`src/rtl/dpm_pkg.sv`:
```
package dpm_pkg;
  parameter int CH_W  = 7;
  parameter int PH_W  = 10;
  parameter int MIX_W = CH_W + 1;
  typedef logic [MIX_W-1:0] mix_t;
endpackage

```
`src/rtl/dpm_rst_sync.sv`:
```
module dpm_rst_sync #(
  parameter int STAGES = 2
) (
  input  logic clk,
  input  logic rst_n,
  output logic rst_sync_n
);
  logic [STAGES-1:0] chain_q;
  logic [STAGES-1:0] chain_d;

  generate
    if (STAGES == 1) begin : g_one
      always_comb chain_d = 1'b1;
    end else begin : g_many
      always_comb chain_d = {chain_q[STAGES-2:0], 1'b1};
    end
  endgenerate

  always_ff @(posedge clk or negedge rst_n) begin
    if (!rst_n) chain_q <= '0;
    else        chain_q <= chain_d;
  end

  assign rst_sync_n = chain_q[STAGES-1];
endmodule

```
`src/rtl/dpm_adder.sv`:
```
module dpm_adder #(
  parameter int CH_W = 7,
  localparam int SUM_W = CH_W + 1
) (
  input  logic [CH_W-1:0]  in_a,
  input  logic [CH_W-1:0]  in_b,
  output logic [SUM_W-1:0] sum
);
  always_comb sum = {1'b0, in_a} + {1'b0, in_b};
endmodule

```
`src/rtl/dpm_sample_reg.sv`:
```
module dpm_sample_reg #(
  parameter int W    = 8,
  parameter int PH_W = 10
) (
  input  logic            clk,
  input  logic            rst_n,
  input  logic [PH_W-1:0] phase,
  input  logic [W-1:0]    mix_in,
  output logic [W-1:0]    level_q,
  output logic [W-1:0]    level_nxt
);
  logic load_en;

  always_comb begin
    load_en   = (phase == '0);
    level_nxt = load_en ? mix_in : level_q;
  end

  always_ff @(posedge clk or negedge rst_n) begin
    if (!rst_n) level_q <= '0;
    else        level_q <= level_nxt;
  end
endmodule

```
`src/rtl/dpm_pwm_cmp.sv`:
```
module dpm_pwm_cmp #(
  parameter int W = 8
) (
  input  logic         clk,
  input  logic         rst_n,
  input  logic [W-1:0] count,
  input  logic [W-1:0] level,
  output logic         pwm_q
);
  logic pwm_d;

  always_comb pwm_d = (count < level);

  always_ff @(posedge clk or negedge rst_n) begin
    if (!rst_n) pwm_q <= 1'b0;
    else        pwm_q <= pwm_d;
  end
endmodule

```
`src/rtl/dual_pwm_mixer.sv`:
```
module dual_pwm_mixer
  import dpm_pkg::*;
#(
  parameter int SYNC_STAGES = 2
) (
  input  logic            clk,
  input  logic            rst_n,
  input  logic [PH_W-1:0] sub_phase,
  input  logic [CH_W-1:0] chan_a,
  input  logic [CH_W-1:0] chan_b,
  output logic            pwm_out
);
  localparam int CNT_W = MIX_W;

  logic rst_sync_n;
  mix_t mix_sum;
  mix_t level_q;
  mix_t level_nxt;

  dpm_rst_sync #(.STAGES(SYNC_STAGES)) u_rst (
    .clk        (clk),
    .rst_n      (rst_n),
    .rst_sync_n (rst_sync_n)
  );

  dpm_adder #(.CH_W(CH_W)) u_add (
    .in_a (chan_a),
    .in_b (chan_b),
    .sum  (mix_sum)
  );

  dpm_sample_reg #(.W(MIX_W), .PH_W(PH_W)) u_hold (
    .clk       (clk),
    .rst_n     (rst_sync_n),
    .phase     (sub_phase),
    .mix_in    (mix_sum),
    .level_q   (level_q),
    .level_nxt (level_nxt)
  );

  dpm_pwm_cmp #(.W(MIX_W)) u_cmp (
    .clk   (clk),
    .rst_n (rst_sync_n),
    .count (sub_phase[CNT_W-1:0]),
    .level (level_nxt),
    .pwm_q (pwm_out)
  );
endmodule

```
`config.mk`:
```
export PLATFORM = sky130hd
export DESIGN_NAME = dual_pwm_mixer
export DESIGN_NICKNAME = d
export VERILOG_FILES = /design/src/rtl/dpm_pkg.sv /design/src/rtl/dpm_rst_sync.sv /design/src/rtl/dpm_adder.sv /design/src/rtl/dpm_sample_reg.sv /design/src/rtl/dpm_pwm_cmp.sv /design/src/rtl/dual_pwm_mixer.sv
export SDC_FILE = /design/constraint.sdc
export NUM_CORES = 1
export LEC_CHECK = 0
export BUFFER_PORTS_ARGS = -buffer_cell sky130_fd_sc_hd__clkbuf_2
export CAP_MARGIN = 20
export CORE_UTILIZATION = 50
export CTS_CLUSTER_SIZE = 25
export DETAILED_ROUTE_END_ITERATION = 8
export GPL_TIMING_DRIVEN = 0
export PLACE_DENSITY_LB_ADDON = 0.05
export SYNTH_ARGS = -nofsm -noshare
export SYNTH_HDL_FRONTEND = slang
export SYNTH_SLANG_ARGS = --single-unit
```
`constraint.sdc`:
```
create_clock -name clk -period 1.63 [get_ports clk]
set_clock_uncertainty 0.15 [all_clocks]
set_input_delay 0.326 -clock clk [delete_from_list [all_inputs] [get_ports clk]]
set_output_delay 0.326 -clock clk [all_outputs]
set_load 0.03 [all_outputs]
```
==> impl_metrics.yaml <==
outcome:
  status: "complete, but fails checks"
  violations: "hold timing, setup timing"
routing:
  drt_wl_total_um: 1920
  num_vias: 859
  antenna_left: 0
  first_iter_violations: 9
  dr.pass1.iters: 4
  drc: 0
  vias_per_cell: 5.34
  routedWlPerCell_um: 11.9
placement:
  numPortBuffers: 26
  dp.cells: 151
  gp_congestion: 0.708
  dp_hpwl_um: 1500
layout:
  post-route-util_pct: 73.5
  layout-drive-gt1-share_pct: 39.7
  mostFrequentLayoutCells: "clkbuf_2 (24), ha_1 (11), dfrtp_1 (11)"
  nets: 178
  antenna_cells: 0
  final_common_cell: "clkbuf_2"
  fill_cells: 131
  layout.cells.non_filler: 161
  area_growth_pct: 34.2
sta:
  hold_viol: 9
  fin_crit_ns: 2.32
  finalWorstSetupSlack_ns: -0.692
  hold_slack_ns: -0.00974
  slew_violations: 0
  min_period_over_period_pct: 142
  rsz0062_at_grt: "yes"
  fmax_mhz: 431
  setup_violations: 2
power:
  ir_worst_vdd_uv: 545
  power.density_nw_per_um2: 544
  power_leakage_uw: 0.000608
clocking:
  clock-sinks: 11
  clock_path_buffers: 2
  cts_root_buf: "clkbuf_4"
  htreeDepth: 1
  cts.clk_slew.worst_paths_ns: 0.07
  cts_tree: "done"
  cts_buffers: 3
  clkLatencyLatePin_ns: 0.26
floorplan:
  dieWidth_um: 46.2
  start_util_pct: 54.8
  rows: 15
  die_h_um: 46.2
  die_area_sq_um: 2140
  core_sq_um: 1780
  ios: 27
synthesis:
  synth-seq-cells: 11
  yosys.area.top_type: "dfrtp_1"
  synth_edf_count: 0
  synth.cell_area_sq_um: 977
  yosysTopAreaCellShare_pct: 28.2
  synth_cell_types: 35
  synth.area.top_cells: "dfrtp_1 (28%), ha_1 (18%), nor4_4 (4.4%), a21oi_1 (4.1%), o21ai_0 (4.1%)"
  yosys_warnings: 0
  dominantRegCellSynth: "dfrtp_1"
  netlist_instances: 100
  synth_seq_area_share_pct: 28.2
  synthArstFlopShare_pct: 100
  syn_nets: 141
  avgSynthCellArea_sq_um: 9.77
worst_setup_path:
  critPathRequiredTime_ns: 1.63
  cp-start-kind: "input port"
  r2r_start: "u_hold.level_q[5]$_DFF_PN0_"
  critPathArrivalTime_ns: 2.32
  critPathCaptureType: "register"
  rr_worst_depth: 6
  crit_fanout: 3
  critical_path_class: "in2reg"
  startpoint: "chan_b[0]"
grt:
  grt_pass1_vias: 719
  grt_max_degree: 11
  grt_pass1_wl_um: 2950
  track_usage_pct: 19.9
  grt_overflow: 0
  antenna_found_initial: 0
worst_hold_path:
  min_path_type: "reg2async"
flow_run:
  maxCapViolCount: 0
==> cell families (layout without fill, tap and decap cells) <==
kind of cell               after synthesis  after routing  share of synthesized area, %
AOI/OAI and AO/OA                       33             33                          22.4
and+or+nand+nor                         30             30                          21.1
adders and majority gates               15             15                          20.0
DFF                                     11             11                          28.2
buffers and inverters                    6             42                          3.84
muxes                                    3              3                          3.20
other                                    1              1                         0.384
xor gates and xnor gates                 1              1                         0.896
==> per-layer routing <==
layer / track usage, % / vias to the layer above / part of all wire, %
met1: 25.9 / 381 / 46
met2: 31.8 / 22 / 48
met4: 10.6 / 0 / 2.9
met3: 2.75 / 6 / 3.1
li1: - / 450 / -
met5: 0 / - / 0
==> Yosys cell counts, types with 2 or more instances <==
library cell / n
buf_6: 2
nor2_1: 8
nand4_1: 2
nor2b_1: 2
nand2_1: 5
dfrtp_1: 11
o21a_1: 3
nor3_1: 2
a221oi_1: 2
a21oi_1: 8
nor4_4: 2
inv_1: 4
mux2i_1: 2
a21o_1: 5
ha_1: 14
a211oi_1: 2
o21ai_0: 8
==> state kept, by name, summed over array words and instances (netlist names) <==
signal and flops:
u_hold.level_q 8, u_rst.chain_q 2, u_cmp.pwm_q 1
==> power breakdown <==
group	switching, uW	total (uW)	internal (uW)
combinational	120	240	120
sequential	7.48	292	284
clock	86.6	181	94.6
total	214	713	499
==> stage by stage <==
step / area, sq um / hold WS, ns / worst slack [ns] / TNS [ns] / power, uW
final: 1310 / -0.00974 / -0.692 / -0.785 / 713
after global routing: 1310 / 0.0391 / -0.835 / -0.977 / 755
after CTS: 1260 / 0.00830 / -0.697 / -0.697 / 697
after detailed placement: 1180 / -0.0379 / -1.11 / -2.59 / 500
after global placement: 1180 / -0.0383 / -1.10 / -2.43 / 496
after floorplan: 1020 / -0.120 / -0.855 / -1.10 / 430
==> cell type report <==
class	count	area, sq um	area share (%)
inverters	4	15.0	1.15
well taps	25	31.3	2.39
multi-input cells	83	747	57.0
flip-flops and latches	11	275	21.0
clock buffers	4	26.3	2.00
repair buffers	32	194	14.8
plain buffers	2	22.5	1.72
==> path summary, 6_finish.rpt <==
check	slack, ns	to
worst max-delay path	-0.69	u_cmp.pwm_q$_DFF_PN0_
worst max register to register	-0.05	u_cmp.pwm_q$_DFF_PN0_
worst min-delay path	-0.01	u_hold.level_q[2]$_DFF_PN0_
min in group clk	0.21	u_rst.chain_q[1]$_DFF_PN0_
worst min register to register	-0.01	u_hold.level_q[2]$_DFF_PN0_
max in group asynchronous	1.01	u_rst.chain_q[1]$_DFF_PN0_
==> critical path: stages <==
cell and delay, ns:
buf_8 0.07, ha_4 0.12, inv_2 0.03, fa_2 0.36
nor2b_4 0.16, o31ai_4 0.07, a2111o_1 0.39, o211a_1 0.15
ha_4 0.27, nand2_2 0.04, o21a_1 0.18, o21ai_1 0.07
o21ai_1 0.07
==> repair_timing <==
item,CTS,global route
cloned,0,0
pin swaps,5,1
setup endpoints to repair,2,4
resized for setup,5,6
buffers inserted,2,3
hold buffers,1,0
hold endpoints to repair,2,0
Power figures use the tool's default switching activity.
